[config.mk]
export PLATFORM = sky130hd
export DESIGN_NAME = spi_hdr_master
export DESIGN_NICKNAME = d
export VERILOG_FILES = /design/src/rtl/spi_hdr_pkg.sv /design/src/rtl/spi_hdr_fifo.sv /design/src/rtl/spi_hdr_byte_eng.sv /design/src/rtl/spi_hdr_ctrl.sv /design/src/rtl/spi_hdr_master.sv
export SDC_FILE = /design/constraint.sdc
export NUM_CORES = 1
export LEC_CHECK = 0
export BUFFER_PORTS_ARGS = -buffer_cell sky130_fd_sc_hd__buf_4
export CAP_MARGIN = 15
export CORE_MARGIN = 2
export CORE_UTILIZATION = 40
export CTS_CLUSTER_DIAMETER = 30
export DETAILED_ROUTE_END_ITERATION = 16
export GPL_TIMING_DRIVEN = 0
export PLACE_DENSITY_LB_ADDON = 0.25
export SLEW_MARGIN = 20
export SYNTH_ARGS = -nofsm -noshare
export SYNTH_HDL_FRONTEND = slang
export SYNTH_SLANG_ARGS = --single-unit
[constraint.sdc]
create_clock -name clk -period 12 [get_ports clk]
set_input_delay 2.4 -clock clk [delete_from_list [all_inputs] [get_ports clk]]
set_output_delay 2.4 -clock clk [all_outputs]
set_load 0.05 [all_outputs]
[src/rtl/spi_hdr_pkg.sv]
package spi_hdr_pkg;
    localparam int BYTE_W     = 8;
    localparam int WORD_BYTES = 4;
    localparam int HDR_MAX    = 4;

    typedef enum logic [2:0] {
        PH_IDLE  = 3'd0,
        PH_INST  = 3'd1,
        PH_ADDR  = 3'd2,
        PH_DUMMY = 3'd3,
        PH_DATA  = 3'd4,
        PH_READ  = 3'd5
    } phase_t;
endpackage

[src/rtl/spi_hdr_fifo.sv]
module spi_hdr_fifo #(
    parameter int W     = 32,
    parameter int DEPTH = 8,
    localparam int AW   = $clog2(DEPTH),
    localparam int CW   = AW + 1
) (
    input  logic          clk,
    input  logic          rst_n,
    input  logic          flush,
    input  logic          push,
    input  logic [W-1:0]  wdata,
    input  logic          pop,
    output logic [W-1:0]  rdata,
    output logic          full,
    output logic [CW-1:0] count
);
    logic [W-1:0]  mem [DEPTH];
    logic [AW-1:0] wptr, rptr;
    logic          do_push, do_pop;

    assign full    = (count == CW'(DEPTH));
    assign do_push = push && !full;
    assign do_pop  = pop && (count != '0);
    assign rdata   = mem[rptr];

    always_ff @(posedge clk) begin
        if (do_push && !flush) mem[wptr] <= wdata;
    end

    always_ff @(posedge clk or negedge rst_n) begin
        if (!rst_n) begin
            wptr  <= '0;
            rptr  <= '0;
            count <= '0;
        end else if (flush) begin
            wptr  <= '0;
            rptr  <= '0;
            count <= '0;
        end else begin
            if (do_push) wptr <= wptr + AW'(1);
            if (do_pop)  rptr <= rptr + AW'(1);
            count <= count + CW'(do_push) - CW'(do_pop);
        end
    end

    assert_no_overflow_R5: assert property (@(posedge clk) disable iff (!rst_n)
        (push && full && !pop && !flush) |=> count == $past(count));

    assert_flush_empties_R6: assert property (@(posedge clk) disable iff (!rst_n)
        flush |=> count == '0);
endmodule

[src/rtl/spi_hdr_byte_eng.sv]
module spi_hdr_byte_eng #(
    parameter int DIV_W = 4
) (
    input  logic             clk,
    input  logic             rst_n,
    input  logic             start,
    input  logic [7:0]       tx_byte,
    input  logic [DIV_W-1:0] div,
    input  logic             cap_fall,
    input  logic             miso,
    output logic             busy,
    output logic             done,
    output logic [7:0]       rx_byte,
    output logic             sclk,
    output logic             mosi
);
    logic             half;
    logic [2:0]       bitn;
    logic [DIV_W-1:0] divc;
    logic [7:0]       sh;

    always_ff @(posedge clk or negedge rst_n) begin
        if (!rst_n) begin
            busy    <= 1'b0;
            done    <= 1'b0;
            half    <= 1'b0;
            bitn    <= '0;
            divc    <= '0;
            sh      <= 8'hFF;
            rx_byte <= '0;
        end else begin
            done <= 1'b0;
            if (!busy) begin
                if (start) begin
                    busy <= 1'b1;
                    sh   <= tx_byte;
                    half <= 1'b0;
                    bitn <= '0;
                    divc <= '0;
                end
            end else if (divc != div) begin
                divc <= divc + DIV_W'(1);
            end else begin
                divc <= '0;
                if (!half) begin
                    half <= 1'b1;
                    if (!cap_fall) rx_byte <= {rx_byte[6:0], miso};
                end else begin
                    half <= 1'b0;
                    if (cap_fall) rx_byte <= {rx_byte[6:0], miso};
                    if (bitn == 3'd7) begin
                        busy <= 1'b0;
                        done <= 1'b1;
                    end else begin
                        bitn <= bitn + 3'd1;
                        sh   <= {sh[6:0], 1'b1};
                    end
                end
            end
        end
    end

    assign sclk = half;
    assign mosi = busy ? sh[7] : 1'b1;

    assert_sclk_idle_low_R10: assert property (@(posedge clk) disable iff (!rst_n)
        !busy |-> !sclk);

    assert_mosi_hold_high_R10: assert property (@(posedge clk) disable iff (!rst_n)
        (sclk && $past(sclk)) |-> $stable(mosi));
endmodule

[src/rtl/spi_hdr_ctrl.sv]
module spi_hdr_ctrl
    import spi_hdr_pkg::*;
#(
    parameter int RDLEN_W = 6,
    parameter int WCNT_W  = 4
) (
    input  logic               clk,
    input  logic               rst_n,
    input  logic               go,
    input  logic [31:0]        inst_data,
    input  logic [2:0]         inst_cnt,
    input  logic [31:0]        addr_data,
    input  logic [2:0]         addr_cnt,
    input  logic [2:0]         dummy_cnt,
    input  logic [RDLEN_W-1:0] rd_len,
    input  logic [31:0]        wf_rdata,
    input  logic [WCNT_W-1:0]  wf_count,
    output logic               wf_pop,
    output logic               rf_push,
    output logic [7:0]         rf_wdata,
    output logic               eng_start,
    output logic [7:0]         eng_tx,
    input  logic               eng_busy,
    input  logic               eng_done,
    input  logic [7:0]         eng_rx,
    output logic               ready
);
    phase_t             state;
    logic               launched;
    logic [2:0]         cnt;
    logic [1:0]         bidx;
    logic [RDLEN_W-1:0] rdleft;
    logic [31:0]        inst_r, addr_r;
    logic [2:0]         icnt_r, acnt_r, dcnt_r;
    logic [2:0]         ic_in, ac_in;
    logic [1:0]         hsel;
    logic               wf_empty;
    phase_t             go_ph, nxt_ph;

    function automatic logic [2:0] clamp_cnt(logic [2:0] v);
        return (v > 3'(HDR_MAX)) ? 3'(HDR_MAX) : v;
    endfunction

    function automatic phase_t seek(phase_t from, logic [4:0] nonempty);
        phase_t p;
        p = PH_IDLE;
        for (int k = 4; k >= 0; k--) begin
            if (k >= int'(from) && nonempty[k]) p = phase_t'(3'(k + 1));
        end
        return p;
    endfunction

    function automatic logic [2:0] cnt_for(phase_t p, logic [2:0] i, logic [2:0] a,
                                           logic [2:0] d);
        case (p)
            PH_INST:  return i;
            PH_ADDR:  return a;
            PH_DUMMY: return d;
            default:  return 3'd0;
        endcase
    endfunction

    assign wf_empty = (wf_count == '0);
    assign ic_in    = clamp_cnt(inst_cnt);
    assign ac_in    = clamp_cnt(addr_cnt);
    assign go_ph    = seek(PH_IDLE, {rd_len != '0, !wf_empty, dummy_cnt != 3'd0,
                                     ac_in != 3'd0, ic_in != 3'd0});
    assign nxt_ph   = seek(state, {rdleft != '0, !wf_empty, dcnt_r != 3'd0,
                                   acnt_r != 3'd0, icnt_r != 3'd0});

    // state register and per-phase counters
    always_ff @(posedge clk or negedge rst_n) begin
        if (!rst_n) begin
            state    <= PH_IDLE;
            launched <= 1'b0;
            cnt      <= '0;
            bidx     <= '0;
            rdleft   <= '0;
            inst_r   <= '0;
            addr_r   <= '0;
            icnt_r   <= '0;
            acnt_r   <= '0;
            dcnt_r   <= '0;
        end else if (state == PH_IDLE) begin
            launched <= 1'b0;
            if (go) begin
                inst_r <= inst_data;
                addr_r <= addr_data;
                icnt_r <= ic_in;
                acnt_r <= ac_in;
                dcnt_r <= dummy_cnt;
                rdleft <= rd_len;
                bidx   <= '0;
                state  <= go_ph;
                cnt    <= cnt_for(go_ph, ic_in, ac_in, dummy_cnt);
            end
        end else if (!launched) begin
            launched <= 1'b1;
        end else if (eng_done) begin
            launched <= 1'b0;
            unique case (state)
                PH_INST, PH_ADDR, PH_DUMMY: begin
                    if (cnt > 3'd1) begin
                        cnt <= cnt - 3'd1;
                    end else begin
                        state <= nxt_ph;
                        cnt   <= cnt_for(nxt_ph, icnt_r, acnt_r, dcnt_r);
                    end
                end
                PH_DATA: begin
                    bidx <= bidx + 2'd1;
                    if (bidx == 2'd3 && wf_count <= WCNT_W'(1)) state <= nxt_ph;
                end
                PH_READ: begin
                    if (rdleft > RDLEN_W'(1)) rdleft <= rdleft - RDLEN_W'(1);
                    else begin
                        rdleft <= '0;
                        state  <= PH_IDLE;
                    end
                end
                PH_IDLE: ;
            endcase
        end
    end

    assign hsel = cnt[1:0] - 2'd1;

    // outputs
    always_comb begin
        eng_start = (state != PH_IDLE) && !launched;
        wf_pop    = 1'b0;
        rf_push   = 1'b0;
        rf_wdata  = eng_rx;
        eng_tx    = 8'hFF;
        ready     = (state == PH_IDLE);
        unique case (state)
            PH_IDLE:  ;
            PH_INST:  eng_tx = inst_r[{hsel, 3'b000} +: 8];
            PH_ADDR:  eng_tx = addr_r[{hsel, 3'b000} +: 8];
            PH_DUMMY: eng_tx = 8'hFF;
            PH_DATA: begin
                eng_tx = wf_rdata[{bidx, 3'b000} +: 8];
                wf_pop = launched && eng_done && (bidx == 2'd3);
            end
            PH_READ: begin
                eng_tx  = 8'hFF;
                rf_push = launched && eng_done;
            end
        endcase
    end

    assert_ready_idle_R8: assert property (@(posedge clk) disable iff (!rst_n)
        ready |-> !eng_busy);

    assert_data_has_word_R4: assert property (@(posedge clk) disable iff (!rst_n)
        (state == PH_DATA) |-> !wf_empty);

    assert_start_when_free_R1: assert property (@(posedge clk) disable iff (!rst_n)
        eng_start |-> !eng_busy);
endmodule

[src/rtl/spi_hdr_master.sv]
module spi_hdr_master #(
    parameter int WF_DEPTH = 8,
    parameter int RF_DEPTH = 16,
    parameter int DIV_W    = 4,
    parameter int RDLEN_W  = 6,
    localparam int WCNT_W  = $clog2(WF_DEPTH) + 1,
    localparam int RCNT_W  = $clog2(RF_DEPTH) + 1
) (
    input  logic               clk,
    input  logic               rst_n,
    input  logic               cs_en,
    input  logic               cap_fall,
    input  logic [DIV_W-1:0]   clk_div,
    input  logic [31:0]        inst_data,
    input  logic [2:0]         inst_cnt,
    input  logic [31:0]        addr_data,
    input  logic [2:0]         addr_cnt,
    input  logic [2:0]         dummy_cnt,
    input  logic [RDLEN_W-1:0] rd_len,
    input  logic               go,
    input  logic               flush,
    input  logic               wf_wr,
    input  logic [31:0]        wf_wdata,
    output logic               wf_full,
    input  logic               rf_rd,
    output logic [7:0]         rf_rdata,
    output logic               rf_empty,
    output logic               ready,
    output logic               spi_sclk,
    output logic               spi_cs_n,
    output logic               spi_mosi,
    input  logic               spi_miso
);
    logic [31:0]       wf_rdata;
    logic [WCNT_W-1:0] wf_count;
    logic [RCNT_W-1:0] rf_count;
    logic              wf_pop, rf_push, rf_full;
    logic [7:0]        rf_wdata;
    logic              eng_start, eng_busy, eng_done;
    logic [7:0]        eng_tx, eng_rx;

    assign spi_cs_n = ~cs_en;
    assign rf_empty = (rf_count == '0);

    spi_hdr_fifo #(.W(32), .DEPTH(WF_DEPTH)) u_wfifo (
        .clk(clk), .rst_n(rst_n), .flush(flush),
        .push(wf_wr), .wdata(wf_wdata),
        .pop(wf_pop), .rdata(wf_rdata),
        .full(wf_full), .count(wf_count)
    );

    spi_hdr_fifo #(.W(8), .DEPTH(RF_DEPTH)) u_rfifo (
        .clk(clk), .rst_n(rst_n), .flush(flush),
        .push(rf_push), .wdata(rf_wdata),
        .pop(rf_rd), .rdata(rf_rdata),
        .full(rf_full), .count(rf_count)
    );

    spi_hdr_byte_eng #(.DIV_W(DIV_W)) u_eng (
        .clk(clk), .rst_n(rst_n),
        .start(eng_start), .tx_byte(eng_tx),
        .div(clk_div), .cap_fall(cap_fall), .miso(spi_miso),
        .busy(eng_busy), .done(eng_done), .rx_byte(eng_rx),
        .sclk(spi_sclk), .mosi(spi_mosi)
    );

    spi_hdr_ctrl #(.RDLEN_W(RDLEN_W), .WCNT_W(WCNT_W)) u_ctrl (
        .clk(clk), .rst_n(rst_n), .go(go),
        .inst_data(inst_data), .inst_cnt(inst_cnt),
        .addr_data(addr_data), .addr_cnt(addr_cnt),
        .dummy_cnt(dummy_cnt), .rd_len(rd_len),
        .wf_rdata(wf_rdata), .wf_count(wf_count), .wf_pop(wf_pop),
        .rf_push(rf_push), .rf_wdata(rf_wdata),
        .eng_start(eng_start), .eng_tx(eng_tx),
        .eng_busy(eng_busy), .eng_done(eng_done), .eng_rx(eng_rx),
        .ready(ready)
    );

    assert_cs_follows_R12: assert property (@(posedge clk) disable iff (!rst_n)
        spi_cs_n != cs_en);

    assert_rf_push_room_R7: assert property (@(posedge clk) disable iff (!rst_n)
        (rf_push && rf_full) |=> rf_count == $past(rf_count));
endmodule

* Yosys cells after proc, flatten, opt, wreduce, memory -nomap -nowiden
Memory sizes are Yosys's and may differ from the RTL's.
Cells that the tools add are included.
** Storage, ports and cells
- Word-level logic and storage cells :: 222
- Bits in registers :: 137
- Memories :: 2
- Output and inout port bits :: 14
- Memory bits (writable) :: 384
- Input port bits :: 124
** Memories
- u_wfifo.mem :: depth 8, bits a word 32, read ports 1, clocked after memory_dff 0, write ports 1, line spi_hdr_fifo.sv:17 : logic [W-1:0] mem [DEPTH];
- u_rfifo.mem :: depth 16, bits a word 8, read ports 1, clocked after memory_dff 0, write ports 1, line spi_hdr_fifo.sv:17
** Operators by class
- Reductions and logical operators :: 54
- Shifts and indexed selects :: 3
- Mux-type cells :: 89
- Eq/ne operators :: 25
- Magnitude comparators :: 10
- Add/subtract/negate cells :: 14
- Bitwise logic cells :: 2
** Operators by type and width (count)
- $mux 3 :: 34
- $shiftx 32x6->8 :: 3
- $mux 8 :: 8
- $mux 6 :: 6
- $mux 4 :: 8
- $pmux 3 s3 :: 3
- $pmux 8 s3 :: 1
- $mux 1 :: 23
- $reduce_bool 3->1 :: 7
- $reduce_and 4->1 :: 5
- $reduce_bool 2->1 :: 10
- $eq 3x2->1 const B :: 6
- $logic_and 1x1->1 :: 15
- $add 4x1->4 const B :: 3
- $reduce_bool 6->1 :: 2
- $mux 2 :: 5
- $ne 2x2->1 const B :: 5
- $add 3x1->3 const B :: 3
- $eq 3x1->1 const B :: 3
- $eq 3x3->1 const B :: 3
- $reduce_bool 4->1 :: 2
- $reduce_and 7->1 :: 1
- $ge 1x3->1 const A :: 2
- $ge 2x3->1 const A :: 2
- 29 further kinds :: 37

* Logic depth before layout (Yosys ltp)
Gate-level depths: netlist (run 1).
- Word-level depth :: 14
- Depth in mapped cells :: 14
- Mapped depth without buffers :: 13

* By module
From an unflattened synthesis (run 1), not the netlist that was laid out.
** Unflattened totals
- Cell total of the unflattened synthesis :: 1257
- Area total of the unflattened synthesis :: 22397.7 µm²
** Modules (own cells, without submodules)
- spi_hdr_fifo (u_wfifo) :: seq. area each 7937.6 µm², times used 1, cells an instance 445, area an instance 10274.9 µm²
- spi_hdr_fifo (u_rfifo) :: seq. area each 4169.0 µm², times used 1, cells an instance 307, area an instance 5815.6 µm²
- spi_hdr_ctrl :: seq. area each 2127.0 µm², times used 1, cells an instance 401, area an instance 5067.4 µm²
- spi_hdr_byte_eng :: seq. area each 660.6 µm², times used 1, cells an instance 101, area an instance 1224.9 µm²
- spi_hdr_master :: seq. area each 0.0 µm², times used 1, cells an instance 3, area an instance 15.0 µm²

* Worst setup path before layout (run 1)
Ideal clock, no wire load.
- Path kind :: input to register
- Start :: input port wf_wr
- End :: memory u_wfifo.mem[0][0], enable pin
- Slack :: 6085 ps
- Required time :: 11539 ps
- Data arrival time :: 5454 ps
- Cell stages on the path :: 4
- Cells stage by stage :: nor2b_1 clkbuf_1 or3b_2 nor3_1
** Between the ends
- Word-level cells in the longest chain between the ends :: 4
** RTL lines
- start, declared :: line spi_hdr_master.sv:22 : input logic wf_wr,
- $logic_and 1x1->1 :: line spi_hdr_fifo.sv:22 : assign do_push = push && !full;
- $logic_and 1x1->1 :: line spi_hdr_fifo.sv:27 : if (do_push && !flush) mem[wptr] <= wdata;
- $mux 1 :: line spi_hdr_fifo.sv:27
- $mux 1 (implied by the code) :: line spi_hdr_fifo.sv:27
- end, declared :: line spi_hdr_fifo.sv:17
No other way between the ends.

* Worst setup path in the final report (run 1)
- Start :: register u_rfifo.rptr[0]
- End :: output port rf_rdata[0]
** Between the ends
- Word-level cells in the longest chain between the ends :: 1
** RTL lines
- start, declared :: line spi_hdr_fifo.sv:18 : logic [AW-1:0] wptr, rptr;
- start signal, assigned :: line spi_hdr_fifo.sv:41 : if (do_pop) rptr <= rptr + AW'(1);
- $mem_v2 16x8
- end, declared :: line spi_hdr_master.sv:26 : output logic [7:0] rf_rdata,
No other way between the ends.

==> results.txt, run 1 <==
Status: finished, final reports clean
Main synth FF type: edfxtp_1
Least-Margin Pin Slew: 1.03 ns
Worst Path Required: 9.60 ns
Comb power frac: 0.194
FP Rows: 86
Clock buffer count from CTS: 109
Htree depth: 3
Sequential power share: 0.358
CTS clk-pin slew, worst paths: 0.05 ns
Sequential area share after synthesis: 0.678
Port buffer count: 137
Crit Path Max Fanout: 10
Crit path capture type: output pin
Sink Count: 521
Core outline area: 0.0549 mm^2
LEAKAGE: 0.0103 uW
CP Class: reg2out
Post-placement cell count: 2306
Vias per cell: 5.34
Slew margin rel.: 0.314
Final GP Congestion: 0.855
Unrepaired setup endpoints after global routing: false
Fraction of registers with async set/reset: 0.263
Total power: 6570 uW
Pwr dens: 235 mW/mm^2
Wire length of the first global-routing pass: 81200 um
Synth Warn #: 0
GRT overflow: 0
Synthesis-stage register bit count: 521
Clk root buf: clkbuf_16
Startpoint Class: flip-flop
Average size of a mapped cell: 15.3 um^2
Wirelength per Cell: 21.2 um
Slew Limit Fails: 0
Hold Crit Class: reg2reg
Worst vdd ir: 0.146 mV
DRC errors left: 0
Setup Fix Bufs, Post-CTS: 0
Number of synthesized flops with an enable pin: 384
Drt total wl: 53200 um
Clock Skew: 0.0166 ns
Max Clk Rate: 180 MHz
Period utilization: 0.463
Max_cap viols: 0
Switch share: 0.283
Initial Utilization: 0.402
Final setup margin: 6.44 ns
Via count: 13400
Pre-CTS WS: 6.87 ns
Pin count of the biggest net entering global routing: 83
Die H: 239 um
GRT Total Usage: 0.189
Antenna violations before repair: 2
WP data arrival: 3.16 ns
CTS tree: yes
Layout cell share with drive strength beyond 1: 0.288
Tmin final: 5.56 ns
Full die area: 0.0571 mm^2
Post-synth cell types: 73
Worst R2R Setup Slack: 8.91 ns
Sum Neg Setup Slack: 0 ns
Clk Latency, worst-skew pair: 0.64 ns
DRT Pass-1 Iters: 5
Final Hold Viols: 0
P_sw: 1860 uW
Routed Antenna Nets: 0
Layout Cells excl Fill: 2510
Initial DRC Count: 1028
# hold bufs at CTS: 0
I/O pin total: 138
Die X: 239 um
Post-Syn Instances: 1448
Post-DP HPWL: 35400 um
Final nets: 1868
Layout filler cell count: 4605
Clock network power share: 0.448
CTS max path bufs: 3
ANT cells: 0
Post-cts sizing count: 0
Syn_nets: 1603
Internal: 4710 uW
Area Growth Syn to Fin: 26.8%
Setup-failing EPs final: 0
Vias in the first global route: 13700
Post-synthesis instance area: 0.0221 mm^2
## layout by cell type (no fill, tap or decap), types with 7 or more instances in the layout
cell type	Yosys	routed
a21oi_1	25	25
a22o_1	9	9
a22oi_1	21	21
buf_1	10	10
buf_2	18	18
buf_4	6	150
bufinv_16	0	11
clkbuf_1	35	51
clkbuf_16	0	111
clkbuf_8	0	11
clkinv_1	0	12
clkinv_2	0	23
clkinvlp_4	0	7
dfrtp_1	129	129
dfstp_2	8	8
edfxtp_1	384	384
ha_1	29	29
inv_1	26	26
inv_6	1	7
mux2_2	32	32
mux2i_1	54	54
mux4_2	91	91
nand2_1	259	259
nand2b_1	14	14
nand3_1	7	7
nand4_1	9	9
nor2_1	68	62
nor2b_1	12	12
nor3_1	14	12
o21ai_0	31	31
o221a_2	8	8
o22ai_1	14	14
o31ai_1	12	12
xnor2_1	12	12
xor2_1	12	12
## Yosys cell counts (all sizes together), types with 6 or more instances
cell type	number	area [um^2]
edfxtp	384	11500
a21oi	25	125
nand2	260	978
o221a	8	90.1
nand3	7	35.0
xnor2	12	105
dfrtp	129	3230
nor3	15	80.1
or2	6	37.5
mux2i	54	541
mux4	91	2050
o21ai	37	185
a22o	9	78.8
xor2	12	105
mux2	36	405
o2111ai	6	52.6
clkbuf	35	131
inv	27	106
o22ai	14	87.6
nor2b	12	75.1
a22oi	21	158
nand2b	14	87.6
dfstp	8	210
nand4	9	56.3
ha	29	363
buf	36	195
nor2	68	255
o31ai	12	90.1
## worst paths after layout
kind,to,startpoint,cells after the start
setup / recovery,rf_rdata[0],u_rfifo.rptr[0],5
hold reg to reg,u_ctrl.inst_r[10],u_ctrl.inst_r[10],2
setup reg to reg,u_wfifo.mem[1][14],u_wfifo.count[2],9
max in group asynchronous,u_eng.sh[0],rst_n,2
hold / removal,u_ctrl.inst_r[10],u_ctrl.inst_r[10],2
min in group asynchronous,u_ctrl.addr_r[31],rst_n,1
## through the flow
step	utilization	instance area (um^2)	hold slack, ns
finish	0.510	28000	0.463
floorplan	-	22100	0.438
detailed placement	0.443	24300	0.456
global placement	0.437	24000	0.453
global route	0.510	28000	0.486
CTS	0.510	28000	0.468
## cells by family (layout without fill, tap and decap cells)
logic type | count (synthesis) | count (layout) | synth area share
flip-flops | 521 | 521 | 0.678
AO/OA/AOI/OAI | 161 | 161 | 0.0511
XOR/XNOR | 24 | 24 | 0.00952
buffers and inverters | 98 | 456 | 0.0196
AND/OR/NAND/NOR | 432 | 432 | 0.0881
adder cells (fa/ha/maj) | 31 | 31 | 0.0182
multiplexers | 181 | 181 | 0.136
## critical path, stage by stage (launching register included)
cell      delay (ns)
dfrtp_1         0.34
clkbuf_1        0.42
buf_2           0.44
mux4_2          0.59
mux4_2          0.51
buf_4           0.21
## area by class of cell
| class | instances | area, um^2 | area share |
|---|---|---|---|
| multi-input cells | 829 | 6740 | 0.241 |
| flip-flops and latches | 521 | 15000 | 0.534 |
| repair buffers | 154 | 1310 | 0.0467 |
| plain buffers | 71 | 327 | 0.0117 |
| clock inverters | 66 | 697 | 0.0249 |
| clock buffers | 138 | 2990 | 0.107 |
| inverters | 27 | 106 | 0.00380 |
| well taps | 704 | 881 | 0.0314 |
## flip-flops by register name, summed over array words and instances (netlist names), 4 cells and up
register       cells
u_wfifo.mem      256
u_rfifo.mem      128
u_ctrl.addr_r     32
u_ctrl.inst_r     32
u_eng.rx_byte      8
u_eng.sh           8
u_ctrl.rdleft      6
u_rfifo.count      5
u_eng.divc         4
u_rfifo.rptr       4
u_rfifo.wptr       4
u_wfifo.count      4
## metal layers
metal / part of all wire / wire, um / track usage / vias up
met5: 0.00041 / 22 / 0 / -
met4: 0.021 / 1090 / 0.0598 / 4
met3: 0.058 / 3090 / 0.0450 / 93
met2: 0.49 / 25900 / 0.304 / 381
met1: 0.43 / 23100 / 0.256 / 6860
li1: - / - / - / 6075
## power groups by stage
stage | sequential, uW | clock (uW) | combinational [uW]
floorplan | 2330 | 0 | 915
global placement | 2380 | 0 | 1240
detailed placement | 2380 | 0 | 1270
CTS | 2360 | 2990 | 1280
global route | 2380 | 3080 | 1400
finish | 2360 | 2940 | 1280
Power figures use the tool's default switching activity.
==> run 2, diff against run 1 <==
--- a/config.mk
+++ b/config.mk
@@ -5,6 +5,7 @@
 export SDC_FILE = /design/constraint.sdc
 export NUM_CORES = 1
 export LEC_CHECK = 0
+export ABC_AREA = 1
 export BUFFER_PORTS_ARGS = -buffer_cell sky130_fd_sc_hd__buf_4
 export CAP_MARGIN = 15
 export CORE_MARGIN = 2
==> constraint.sdc (replaced) <==
create_clock -name clk -period 4.7 [get_ports clk]
set_input_delay 0.94 -clock clk [delete_from_list [all_inputs] [get_ports clk]]
set_output_delay 0.94 -clock clk [all_outputs]
set_load 0.05 [all_outputs]
==> run 2 against run 1 <==
Net effect: first-iteration DRC count is 36% higher; critical endpoint unchanged; synthesized cell count is 51% higher; synthesized area rose by 2.5%; combinational power up 30%; largest power group unchanged; critical path type unchanged.
==> results.txt, run 2 <==
Final std cell area, no fill: 0.0288 mm^2
Worst vdd ir: 0.403 mV
Top reg by flops: u_wfifo.mem
Worst R2R Setup Slack: 1.67 ns
Hold Crit Class: in2async
I/O pin total: 138
Initial DRC Count: 1401
CP delay by family, top: buffers and inverters
Top cell type's share of synthesized area: 0.510
Sequential area share after synthesis: 0.661
Pwr dens: 529 mW/mm^2
Cell mode on critical path: clkbuf_1
Average size of a mapped cell: 10.3 um^2
Core outline area: 0.0562 mm^2
Most common cell after layout, fill and taps aside: nand2_1
Synth Warn #: 0
Least-Margin Pin Slew: 0.847 ns
Most frequent cell after synthesis: nand2_1
Mux cell area share after synthesis: 0.00299
Post-Syn Instances: 2189
Worst Path Required: 3.76 ns
Port buffer count: 137
Wire length of the first global-routing pass: 95200 um
Largest area contributor in the netlist: edfxtp_1
Max_cap viols: 0
Full die area: 0.0585 mm^2
Vias in the first global route: 17100
Post-cts sizing count: 0
Htree depth: 3
CTS max path bufs: 3
Final GP Congestion: 0.886
Die X: 242 um
CP max stage delay: 0.54 ns
CTS tree: yes
CP Class: reg2out
Post-synth cell types: 45
Pin count of the biggest net entering global routing: 98
GRT overflow: 0
R2R cell count: 15
Crit-path cells: inv_1 > clkbuf_1 > clkbuf_1 > o21ai_0 > o22ai_1 > o211ai_1 > nand2_1 > buf_4
ANT cells: 0
Clk root buf: clkbuf_16
Post-Synth Adder-Cell Area: 0.0178
Area contributors post-synth: edfxtp_1 51%, dfrtp_1 14%, nand2_1 10%, nand3_1 6.7%, o21ai_0 3.6%
Synthesis-stage register bit count: 521
Crit path capture type: output pin
DRC errors left: 0
Slowest cell on crit path: clkbuf_1
CTS clk-pin slew, worst paths: 0.05 ns
Layout cell share with drive strength beyond 1: 0.156
WP data arrival: 2.96 ns
Clk Latency, worst-skew pair: 0.64 ns
Vias per cell: 5.15
Main synth FF type: edfxtp_1
Setup Fix Bufs, Post-CTS: 0
Clock Skew: 0.0212 ns
Initial Utilization: 0.403
Final nets: 2599
Sink Count: 521
Routed Antenna Nets: 0
Crit Path Max Fanout: 10
GRT Total Usage: 0.210
# hold bufs at CTS: 0
Tmin final: 3.90 ns
Syn_nets: 2344
LEAKAGE: 0.0116 uW
Die H: 242 um
Via count: 17000
Slew margin rel.: 0.434
R2R Path Start: u_ctrl.cnt[0]
XOR/XNOR share of the synthesized area: 0.00542
Status: finished, final reports clean
Unrepaired setup endpoints after global routing: false
Clock buffer count from CTS: 106
Post-synthesis instance area: 0.0226 mm^2
Layout filler cell count: 4994
Post-synth top cells: 611 x nand2_1, 384 x edfxtp_1, 303 x nand3_1, 165 x o21ai_0, 157 x nor2_1
Final Hold Viols: 0
Setup crit start: u_rfifo.rptr[0]
Sum Neg Setup Slack: 0 ns
Critical Path Stages: 8
Largest registers: u_wfifo.mem x256, u_rfifo.mem x128
RR Endpoint: u_eng.sh[1]
Total power: 15200 uW
Area after DPL: 0.0249 mm^2
Largest family of logic cells by synthesized area: simple AND/OR/NAND/NOR gates
Slew Limit Fails: 0
Setup-failing EPs final: 0
Drt total wl: 61600 um
Number of synthesized flops with an enable pin: 384
Simple-Gate Fraction of Synth Area: 0.202
DRT Pass-1 Iters: 6
WP buf/inv: 4
Area Growth Syn to Fin: 27.0%
Period utilization: 0.830
Startpoint Class: flip-flop
FP Rows: 87
Fraction of registers with async set/reset: 0.263
CP endpoint: rf_rdata[0]
Post-DP HPWL: 41100 um
Max FFs per register: 256
Wirelength per Cell: 18.7 um
Synth Area in Compound Gates: 0.0641
Max Clk Rate: 256 MHz
Antenna violations before repair: 3
Most frequent cells in the layout: 611 x nand2_1, 384 x edfxtp_1, 303 x nand3_1
-- run 2: cell types whose count changed after synthesis, sizes merged, moves of 30 or more --
| cell | before | now |
|---|---|---|
| nand2 | 260 | 612 |
| nor2 | 68 | 161 |
| o21ai | 37 | 168 |
| inv | 27 | 153 |
| mux2 | 36 | 6 |
| nand3 | 7 | 304 |
| mux4 | 91 | 0 |
| mux2i | 54 | 0 |
| clkbuf | 35 | 70 |
-- run 2: how the worst min path moves through the flow --
stage / startpoint / to / cells past startpoint
floorplan: u_ctrl.addr_r[0] / u_ctrl.addr_r[0] / 2
global placement: u_eng.sh[5] / u_eng.sh[5] / 2
detailed placement: u_eng.sh[7] / u_eng.sh[7] / 2
CTS: rst_n / u_eng.rx_byte[0] / 1
global route: rst_n / u_eng.rx_byte[0] / 1
finish: rst_n / u_eng.rx_byte[0] / 1
-- run 2: cell families (layout without fill, tap and decap cells) --
group           count (synthesis)  in the layout
simple gates                 1094           1094
compound gates                255            255
mux                             6              6
buf+inv                       268            616
fa+ha+maj                      31             31
xor+xnor                       14             14
flops                         521            521
-- run 2: per-layer routing --
layer | up-vias | track usage | share of wire
li1 | 8033 | - | -
met1 | 8158 | 0.264 | 0.41
met2 | 626 | 0.354 | 0.49
met3 | 150 | 0.0456 | 0.068
met4 | 6 | 0.0779 | 0.031
met5 | - | 0 | 0.00057
-- run 2: power by group --
| part | internal, uW | switching, uW | leakage (uW) | total [uW] |
|---|---|---|---|---|
| sequential | 5310 | 248 | 0.00511 | 5560 |
| combinational | 556 | 1120 | 0.00465 | 1670 |
| clock | 5470 | 2500 | 0.00183 | 7970 |
-- run 2: layout make-up --
class	count	area, um^2	area share
Buffer	111	469	0.0163
Clock buffer	123	2800	0.0974
Clock inverter	78	1050	0.0365
Inverter	157	589	0.0205
Multi-Input combinational cell	1400	6660	0.232
Sequential cell	521	15000	0.521
Tap cell	756	946	0.0329
Timing Repair Buffer	147	1270	0.0440
-- run 2: per-stage QoR --
stage,util,setup slack [ns],hold WS [ns],instances
after floorplan,-,1.64,0.437,2189
after global placement,0.438,-0.0881,0.458,3082
after detailed placement,0.443,1.48,0.457,3092
after CTS,0.512,0.789,0.172,3293
after global routing,0.512,0.650,0.179,3293
final,0.512,0.797,0.179,3293
==> run 3, diff against run 2 <==
==> constraint.sdc (replaced) <==
create_clock -name clk -period 3.37 [get_ports clk]
set_input_delay 0.674 -clock clk [delete_from_list [all_inputs] [get_ports clk]]
set_output_delay 0.674 -clock clk [all_outputs]
set_load 0.05 [all_outputs]
==> run 3 against run 2 <==
Net effect: sequential share of layout area down 0.059 points; critical path depth down 2; non-clock buffer count grew 1; core utilization increased by 0.058 points; cell area grew 0.11%; worst setup slack worse by 0.72 ns; via count is 0.11% higher; register-to-register slack got worse by 1.4 ns; wire length grew 0.38%; die area is the same; largest cell class unchanged; cell count barely moved; global-route usage about the same.
==> results.txt, run 3 (same netlist as run 2, synthesis figures left out) <==
Full die area: 0.0585 mm^2
Antenna violations before repair: 3
Setup Fix Bufs, Post-CTS: 0
Pwr dens: 737 mW/mm^2
Initial DRC Count: 1322
Die X: 242 um
GRT Total Usage: 0.210
Final Hold Viols: 0
Drt total wl: 61800 um
Vias per cell: 5.16
Startpoint Class: flip-flop
Vias in the first global route: 17100
Clock Skew: 0.0208 ns
Status: finished, final reports clean
Pin count of the biggest net entering global routing: 98
Post-placement cell count: 3092
Clock buffer count from CTS: 106
Setup-failing EPs final: 0
Internal: 15800 uW
LEAKAGE: 0.0116 uW
Clock network power share: 0.524
Top reg by flops: u_wfifo.mem
Clk root buf: clkbuf_16
Clk Latency, worst-skew pair: 0.64 ns
CTS clk-pin slew, worst paths: 0.05 ns
Die H: 242 um
FP Rows: 87
Least-Margin Pin Slew: 0.855 ns
Switch share: 0.254
Largest registers: u_wfifo.mem x256, u_rfifo.mem x128
Port buffer count: 137
Area Growth Syn to Fin: 27.2%
Slew Limit Fails: 0
DRT Pass-1 Iters: 6
Tmin final: 3.29 ns
Wirelength per Cell: 18.8 um
Final GP Congestion: 0.886
Layout Cells excl Fill: 3294
Post-DP HPWL: 41100 um
I/O pin total: 138
Final setup margin: 0.0806 ns
Most common cell after layout, fill and taps aside: nand2_1
DRC errors left: 0
Wire length of the first global-routing pass: 95200 um
Fin util: 0.512
ANT cells: 0
P_sw: 5390 uW
Initial Utilization: 0.403
Max FFs per register: 256
Unrepaired setup endpoints after global routing: true
Comb power frac: 0.111
GRT overflow: 0
Final nets: 2600
CP Class: reg2out
Max Clk Rate: 304 MHz
Slew margin rel.: 0.428
Layout cell share with drive strength beyond 1: 0.162
Most frequent cells in the layout: 611 x nand2_1, 384 x edfxtp_1, 303 x nand3_1
Hold Crit Class: in2reg
CTS max path bufs: 3
Crit path capture type: output pin
WP data arrival: 2.62 ns
Sum Neg Setup Slack: 0 ns
Worst Path Required: 2.70 ns
Htree depth: 3
Sequential power share: 0.366
Max_cap viols: 0
Routed Antenna Nets: 0
Worst vdd ir: 0.560 mV
CTS tree: yes
Period utilization: 0.976
Core outline area: 0.0562 mm^2
Crit Path Max Fanout: 10
Via count: 17000
Pre-CTS WS: 0.417 ns
Sink Count: 521
Total power: 21200 uW
-- run 3: timing repair --
action | CTS | global route
hold buffers | 1 | 0
gates resized for setup | 15 | 5
endpoints found under the hold margin | 35 | 0
endpoints found under the setup margin | 8 | 3
-- run 3: power by group through the flow --
stage	logic (uW)	registers, uW	clock network (uW)
after detailed placement	2330	7860	0
after global placement	2240	7850	0
after CTS	2360	7750	11200
final	2350	7760	11100
after global routing	2610	7790	11600
after floorplan	1450	7740	0
-- run 3: critical path, cell delays in order, from the launching register on --
cell	delay [ns]
dfrtp_1	0.49
clkbuf_1	0.43
o21ai_0	0.20
o221ai_1	0.35
nand3_1	0.21
nand2_1	0.10
buf_4	0.19
-- run 3: cell type report --
type / instances / area (um^2)
fillers: 4987 / 27400
flip-flops and latches: 521 / 15000
multi-input cells: 1400 / 6660
clock buffers: 123 / 2800
repair buffers: 148 / 1280
clock inverters: 78 / 1050
well taps: 756 / 946
inverters: 157 / 589
plain buffers: 111 / 492
-- run 3: per-layer routing --
metal / up-vias / GRT usage / wire (um)
li1: 8040 / - / -
met1: 8184 / 0.264 / 25500
met2: 612 / 0.355 / 30100
met3: 149 / 0.0457 / 4250
met4: 6 / 0.0777 / 1900
met5: - / 0 / 35
-- run 3: path summary, 6_finish.rpt --
kind	startpoint	endpoint	slack (ns)	cells after the start
setup / recovery	u_rfifo.rptr[1]	rf_rdata[1]	0.08	6
hold / removal	addr_data[16]	u_ctrl.addr_r[16]	0.25	3
setup reg to reg	u_ctrl.cnt[0]	u_eng.sh[1]	0.31	15
hold reg to reg	u_eng.sh[7]	u_eng.sh[7]	0.46	2
max in group asynchronous	rst_n	u_ctrl.addr_r[25]	2.05	3
min in group asynchronous	rst_n	u_eng.rx_byte[0]	0.51	2
-- run 3: through the flow --
stage	cell area, um^2	hold slack [ns]
finish	28800	0.248
global route	28800	0.237
detailed placement	24900	0.457
global placement	24600	0.458
floorplan	22600	0.378
CTS	28800	0.218
